===== src/rtl/dma_addr_pkg.sv =====
package dma_addr_pkg;

    localparam int unsigned PAGE_SLOTS = 8;
    localparam int unsigned SLOT_W     = 3;

    typedef enum logic [1:0] {
        XFER_VERIFY  = 2'd0,
        XFER_WRITE   = 2'd1,
        XFER_READ    = 2'd2,
        XFER_INVALID = 2'd3
    } xfer_e;

    typedef enum logic [1:0] {
        RESP_NONE = 2'd0,
        RESP_OK   = 2'd1,
        RESP_EOP  = 2'd2
    } resp_e;

    // Port index to storage slot; slots 0..3 feed channels 0..3.
    function automatic logic [SLOT_W-1:0] page_slot(input logic [SLOT_W-1:0] idx);
        case (idx)
            3'd7:    page_slot = 3'd0;
            3'd3:    page_slot = 3'd1;
            3'd1:    page_slot = 3'd2;
            3'd2:    page_slot = 3'd3;
            3'd0:    page_slot = 3'd4;
            3'd4:    page_slot = 3'd5;
            3'd5:    page_slot = 3'd6;
            default: page_slot = 3'd7;
        endcase
    endfunction

endpackage


===== src/rtl/dma_page_file.sv =====
module dma_page_file
    import dma_addr_pkg::*;
#(
    parameter int unsigned NCH = 4,
    parameter int unsigned PW  = 8
) (
    input  logic              clk_i,
    input  logic              rst_ni,
    input  logic              wr_i,
    input  logic [SLOT_W-1:0] idx_i,
    input  logic [PW-1:0]     data_i,
    output logic [NCH*PW-1:0] pages_o
);

    logic [PAGE_SLOTS-1:0][PW-1:0] slot_d, slot_q;

    always_comb begin
        slot_d = slot_q;
        if (wr_i) begin
            slot_d[page_slot(idx_i)] = data_i;
        end
    end

    always_ff @(posedge clk_i) begin
        if (!rst_ni) begin
            slot_q <= '0;
        end else begin
            slot_q <= slot_d;
        end
    end

    for (genvar c = 0; c < NCH; c++) begin : g_tap
        assign pages_o[c*PW +: PW] = slot_q[c];
    end

endmodule


===== src/rtl/dma_chan_ctx.sv =====
module dma_chan_ctx #(
    parameter int unsigned AW = 16,
    parameter int unsigned CW = 16
) (
    input  logic          clk_i,
    input  logic          rst_ni,
    input  logic          acc_i,
    input  logic          decr_i,
    input  logic          load_i,
    input  logic [AW-1:0] load_addr_i,
    input  logic [CW-1:0] load_cnt_i,
    input  logic          force_i,
    output logic [AW-1:0] addr_o,
    output logic [CW-1:0] cnt_o,
    output logic          done_o
);

    localparam logic [AW-1:0] A_ONE = AW'(1);
    localparam logic [CW-1:0] C_ONE = CW'(1);

    typedef struct packed {
        logic [AW-1:0] addr;
        logic [CW-1:0] cnt;
        logic          done;
    } ctx_t;

    ctx_t ctx_d, ctx_q;

    always_comb begin
        ctx_d = ctx_q;
        if (acc_i) begin
            ctx_d.addr = decr_i ? (ctx_q.addr - A_ONE) : (ctx_q.addr + A_ONE);
            ctx_d.cnt  = ctx_q.cnt - C_ONE;
            ctx_d.done = ctx_q.done | (ctx_q.cnt == '0);
        end
        if (load_i) begin
            ctx_d.addr = load_addr_i;
            ctx_d.cnt  = load_cnt_i;
            ctx_d.done = 1'b0;
        end
        if (force_i) begin
            ctx_d.done = 1'b1;
        end
    end

    always_ff @(posedge clk_i) begin
        if (!rst_ni) begin
            ctx_q <= '0;
        end else begin
            ctx_q <= ctx_d;
        end
    end

    assign addr_o = ctx_q.addr;
    assign cnt_o  = ctx_q.cnt;
    assign done_o = ctx_q.done;

endmodule


===== src/rtl/dma_addr_gen.sv =====
module dma_addr_gen
    import dma_addr_pkg::*;
#(
    parameter int unsigned NCH  = 4,
    parameter int unsigned AW   = 16,
    parameter int unsigned CW   = 16,
    parameter int unsigned PW   = 8,
    localparam int unsigned CH_W = $clog2(NCH),
    localparam int unsigned PA_W = AW + PW
) (
    input  logic              clk_i,
    input  logic              rst_ni,
    input  logic              req_valid_i,
    input  logic [CH_W-1:0]   req_ch_i,
    input  logic              req_write_i,
    input  logic [2*NCH-1:0]  xfer_type_i,
    input  logic [NCH-1:0]    decr_i,
    output logic [PA_W-1:0]   resp_addr_o,
    output logic [1:0]        resp_code_o,
    input  logic              load_valid_i,
    input  logic [CH_W-1:0]   load_ch_i,
    input  logic [AW-1:0]     load_addr_i,
    input  logic [CW-1:0]     load_count_i,
    input  logic              page_we_i,
    input  logic [SLOT_W-1:0] page_idx_i,
    input  logic [PW-1:0]     page_data_i,
    input  logic [NCH-1:0]    force_done_i,
    output logic [NCH-1:0]    done_o
);

    logic [AW-1:0]     ch_addr [NCH];
    logic [CW-1:0]     ch_cnt  [NCH];
    logic [NCH-1:0]    ch_done;
    logic [NCH-1:0]    acc_vec;
    logic [NCH-1:0]    load_vec;
    logic [NCH*PW-1:0] pages;
    logic [PW-1:0]     sel_page;
    xfer_e             sel_type;
    logic              match;

    dma_page_file #(.NCH(NCH), .PW(PW)) u_pages (
        .clk_i   (clk_i),
        .rst_ni  (rst_ni),
        .wr_i    (page_we_i),
        .idx_i   (page_idx_i),
        .data_i  (page_data_i),
        .pages_o (pages)
    );

    always_comb begin
        sel_type = xfer_e'(xfer_type_i[req_ch_i*2 +: 2]);
        sel_page = pages[req_ch_i*PW +: PW];
        match    = req_valid_i &&
                   ((req_write_i  && sel_type == XFER_WRITE) ||
                    (!req_write_i && sel_type == XFER_READ));
        if (!match) begin
            resp_addr_o = '0;
            resp_code_o = RESP_NONE;
        end else begin
            resp_addr_o = {sel_page, ch_addr[req_ch_i]};
            resp_code_o = (!ch_done[req_ch_i] && ch_cnt[req_ch_i] == '0) ? RESP_EOP : RESP_OK;
        end
    end

    for (genvar c = 0; c < NCH; c++) begin : g_ch
        assign acc_vec[c]  = match && (req_ch_i == CH_W'(c));
        assign load_vec[c] = load_valid_i && (load_ch_i == CH_W'(c));

        dma_chan_ctx #(.AW(AW), .CW(CW)) u_ctx (
            .clk_i       (clk_i),
            .rst_ni      (rst_ni),
            .acc_i       (acc_vec[c]),
            .decr_i      (decr_i[c]),
            .load_i      (load_vec[c]),
            .load_addr_i (load_addr_i),
            .load_cnt_i  (load_count_i),
            .force_i     (force_done_i[c]),
            .addr_o      (ch_addr[c]),
            .cnt_o       (ch_cnt[c]),
            .done_o      (ch_done[c])
        );
    end

    assign done_o = ch_done;

endmodule


===== config.mk =====
export PLATFORM = sky130hd
export DESIGN_NAME = dma_addr_gen
export DESIGN_NICKNAME = d
export VERILOG_FILES = /design/src/rtl/dma_addr_pkg.sv /design/src/rtl/dma_page_file.sv /design/src/rtl/dma_chan_ctx.sv /design/src/rtl/dma_addr_gen.sv
export SDC_FILE = /design/constraint.sdc
export NUM_CORES = 1
export LEC_CHECK = 0
export BUFFER_PORTS_ARGS = -buffer_cell sky130_fd_sc_hd__buf_2
export CAP_MARGIN = 20
export CORE_UTILIZATION = 40
export CTS_CLUSTER_DIAMETER = 50
export DETAILED_ROUTE_END_ITERATION = 6
export PLACE_DENSITY_LB_ADDON = 0.1
export SETUP_SLACK_MARGIN = 0.1
export SYNTH_ARGS = -nofsm -noshare
export SYNTH_HDL_FRONTEND = slang
export SYNTH_SLANG_ARGS = --single-unit

===== constraint.sdc =====
create_clock -name clk_i -period 2.7 [get_ports clk_i]
set_clock_uncertainty 0.05 [all_clocks]
set_input_delay 0.27 -clock clk_i [delete_from_list [all_inputs] [get_ports clk_i]]
set_output_delay 0.27 -clock clk_i [all_outputs]
set_load 0.05 [all_outputs]

==> summary by stage <==
Final layout
In the layout the commonest cells are nor2_1, dfxtp_1, nand2_1. The area growth from synthesis to layout is 17.96%. The number of inserted diodes is 0. The final instance count without filler cells is 1823.

Leaving out fill and tap cells, the most frequent cell in the layout is nor2_1. The final net count is approximately 1600. The final core utilization is 48.13%. The area taken by multi-input logic gates is 0.007461 mm^2. The fill cell total of the finished layout is 2695.

The post-route netlist has ~18% of its cells at a drive strength greater than 1. The total area of sequential cells is ~0.0033 mm^2.

Worst setup path
For the worst flop-to-flop path, the logic depth is 6. The worst reg2reg path startpoint is g_ch[3].u_ctx.cnt_o[6]. Walking the worst path, the cells encountered are or4_4 -> or3_4 -> or4_4 -> nor3_4 -> a41oi_2 -> nor2b_4 -> buf_6.

Data on the critical path is required at its endpoint by about 2.4 ns. The setup check on the worst reg-to-reg path leaves a slack of 0.15 ns. The data arrival at the endpoint of the critical path is around 2.8 ns. The number of buffers and inverters on the critical path is 1. The kind of end point of the critical path is an output pin. Tracing the worst setup path back leads to its startpoint at g_ch[3].u_ctx.cnt_o[6]. The slowest stage of the critical path is the or4_4 cell.

The critical path class is reg2out. The worst setup path is launched from a register. Of all nets on the critical path, the largest fanout is 2.

Among the stages of the critical path, the cell type that occurs most often is or4_4. In this run the worst setup path terminates at resp_code_o[0]. The critical path depth is 7. On the worst path, the slowest cell contributes a delay of between 0.5 and 0.6 ns. The worst register-to-register path ends at g_ch[3].u_ctx.cnt_o[14].

The category of cells accounting for the largest share of critical-path delay is simple AND/OR/NAND/NOR gates.

Clocking
Counting the buffers created by CTS gives 17. For this design, the sink count on the clock tree is between 150 and 200. The tree is rooted in a clkbuf_16. In this run the deepest clock path goes through 2 buffers. For the worst-skew pair, the clock arrives at the later sink with an insertion delay of approximately 0.44 ns. The CTS H-tree depth is 4. Clock-pin slew was measured on the worst setup and hold paths at 0.07 ns. TritonCTS built the clock tree.

Detailed routing
The detail route stage leaves a number of antenna-violating nets equal to 0. The number of design rule violations left after detail routing is 0. Summed over all layers, the routed wires come to 33.54 mm. The number of vias per cell after detailed routing is 5.730. After detailed routing, the average wire length per cell comes to ~18 um. After the first detailed-routing iteration, the DRC count stood at ~800.

Before antenna repair, the detailed router went through 5 iterations. The overall via count from detail_route is about 10000.

Global routing
The via count of the first global-routing pass is between 9000 and 10000. The pin count of the biggest net entering global routing is 62. The wire length of the first global-routing pass is approximately 53 mm. The number of antenna violations at the first check in global routing is 0. The total global-route track usage is 23.86%. After global routing the overflow that remains totals 0.

STA
The final number of hold-violating endpoints was 0. Setup repair after global routing could not meet its margin everywhere. The maximum operating frequency is roughly 320 MHz. Once routing completed, OpenROAD measured the worst setup slack at -0.3786 ns.

The total count of max-transition violations in the final report is 0. The setup-violating endpoint count in the final report is 2. Subtracting the final worst setup slack from the clock period gives between 3 and 4 ns. In the finished design, the share of the clock period the worst path needs comes to 114.0%. Headroom to the max-slew limit came out at between 40% and 50%. For the pin with the worst max-slew slack, the measured transition is 0.8061 ns.

Synthesis
Summing the sequential cell areas from Yosys gives just under 30% of the chip area. The cell area after technology mapping is 0.01103 mm^2. The dominant synthesized flop cell is dfxtp_1. Synthesis produced 1349 cells.

The synthesized area divided by synthesized cell count is just over 8 um^2. When the netlist entered floorplanning its net count stood at between 1000 and 1500. The number of warnings issued by yosys is 0. The number of distinct standard cells referenced by the synthesized netlist is 64. The synthesized design contains around 160 register bits.

Counting flops with an async set or reset pin after synthesis yields a share of 0%. The number of flops mapped to enable cells by yosys is 0.

Placed design
Once placement completed, the tool counted placed cells totaling 1786. Buffers placed on the I/O ports in this run total slightly below 100. The HPWL after detailed placement is between 20 and 30 mm. The placer's final routability congestion estimate is about 0.9.

Floorplanning
The die is around 170 um tall. The core box area is approximately 0.027 mm^2. The number of top-level pins is 99. The die outline area is between 0.02 and 0.03 mm^2. The initial core utilization is roughly two fifths. The count of standard-cell rows is 60. The floorplan step set the die width to 168.0 um.

Power and ir drop
The maximum vdd drop is 0.3323 mV. Power spread over the standard cell area amounts to 510.4 mW/mm^2. The leakage dissipation is roughly 0.0054 uW.

Job
The max capacitance violation total is 0.

Run status
The flow ran to the end, but the final reports show violations. The checks that failed: setup timing.

Worst hold path
The class of the worst hold path is in2reg.
cell families after synthesis:
family                   Yosys count  share of synthesized area (%)
adder cells (fa/ha/maj)           71                          8.330
AND/OR/NAND/NOR                  500                          21.30
flip-flops                       164                          29.78
multiplexers                      60                          8.296
XOR/XNOR                          91                          7.229
buffers and inverters            101                          3.586
AO/OA/AOI/OAI                    362                          21.48
worst reg2reg max path, delay by kind of cell, from the launching register on:
kind	cells	cell delay (ns)
simple gates	4	1.70
flops	1	0.31
compound gates	1	0.24
buf+inv	1	0.16
power breakdown:
group,switching (uW),internal (uW)
sequential,130,2550
clock,1070,1410
combinational,824,649
total,2030,4610
worst min path at each step:
| stage | start | to | slack, ns | cells past startpoint |
|---|---|---|---|---|
| after floorplan | force_done_i[0] | g_ch[0].u_ctx.done_o | 0.34 | 2 |
| after global placement | u_pages.pages_o[20] | u_pages.pages_o[20] | 0.42 | 2 |
| after detailed placement | u_pages.pages_o[3] | u_pages.pages_o[3] | 0.43 | 2 |
| after CTS | force_done_i[1] | g_ch[1].u_ctx.done_o | 0.005 | 3 |
| after global routing | force_done_i[3] | g_ch[3].u_ctx.done_o | 0.01 | 3 |
| final | force_done_i[1] | g_ch[1].u_ctx.done_o | 0.02 | 3 |
sequential cells by signal (all words and copies together) (netlist names):
name,count
g_ch.u_ctx.done_o,4
g_ch.u_ctx.addr_o,64
g_ch.u_ctx.cnt_o,64
u_pages.pages_o,32
per-layer routing:
metal | track usage [%] | up-vias | share of wire, %
met5 | 0 | - | 0
met4 | 6.701 | 0 | 1.8
met3 | 3.714 | 38 | 4.1
met2 | 36.36 | 223 | 44
met1 | 34.61 | 4970 | 50
li1 | - | 5214 | -
per-stage QoR:
step                area [um^2]  hold slack, ns  power, uW  TNS [ns]  worst slack [ns]
CTS                       12910        0.005392       6650   -0.8218           -0.4440
global placement          12280          0.4201       4144         0          0.006477
detailed placement        12280          0.4308       4155  -0.05437          -0.03006
finish                    13010         0.01713       6638   -0.7198           -0.3786
global route              13010         0.01318       6942   -0.8790           -0.4567
floorplan                 11060          0.3374       3667         0           0.08433
layout make-up:
class / instances / share of cell area, %
Clock inverter: 11 / 0.9812
Clock buffer: 20 / 3.511
Sequential cell: 164 / 25.25
Tap cell: 341 / 3.280
Timing Repair Buffer: 180 / 8.927
Inverter: 23 / 0.6830
Multi-Input combinational cell: 1084 / 57.36
Yosys cell counts (all sizes together), types with 3 or more instances:
cell type  instances  area, um^2
or2                5       31.28
or3               23       150.1
and3              36       225.2
o21a               5       37.54
clkbuf            61       229.0
o211ai            10       75.07
mux2i             34       340.3
a2111oi            3       32.53
nor3              32       160.2
a311oi            33       289.0
o31ai              4       30.03
xnor2             63       551.8
nand4b             3       26.28
a211oi            60       455.4
nor2b             14       87.58
nand3             32       165.2
nand2            118       442.9
nor3b              3       22.52
buf               17       80.07
o21ai             65       325.3
o22ai             10       62.56
inv               23       86.33
a21o              24       180.2
a21oi             97       485.5
nor2             182       683.2
nor4              24       150.1
xor2              28       245.2
mux4              25       563.0
a31oi             18       112.6
nand2b             7       43.79
dfxtp            164        3283
nand4              7       43.79
ha                67       838.3
or4                8       67.56
a31o               5       43.79
fa                 4       80.08
o21bai             9       67.56
timing repair:
item,in CTS,in global routing
endpoints found under the setup margin,2,14
resized for setup,5,14
hold buffers,2,0
endpoints found under the hold margin,2,0
pin swaps,2,3
buffers inserted,1,3
Note: power is estimated with default switching activity, not from simulation.
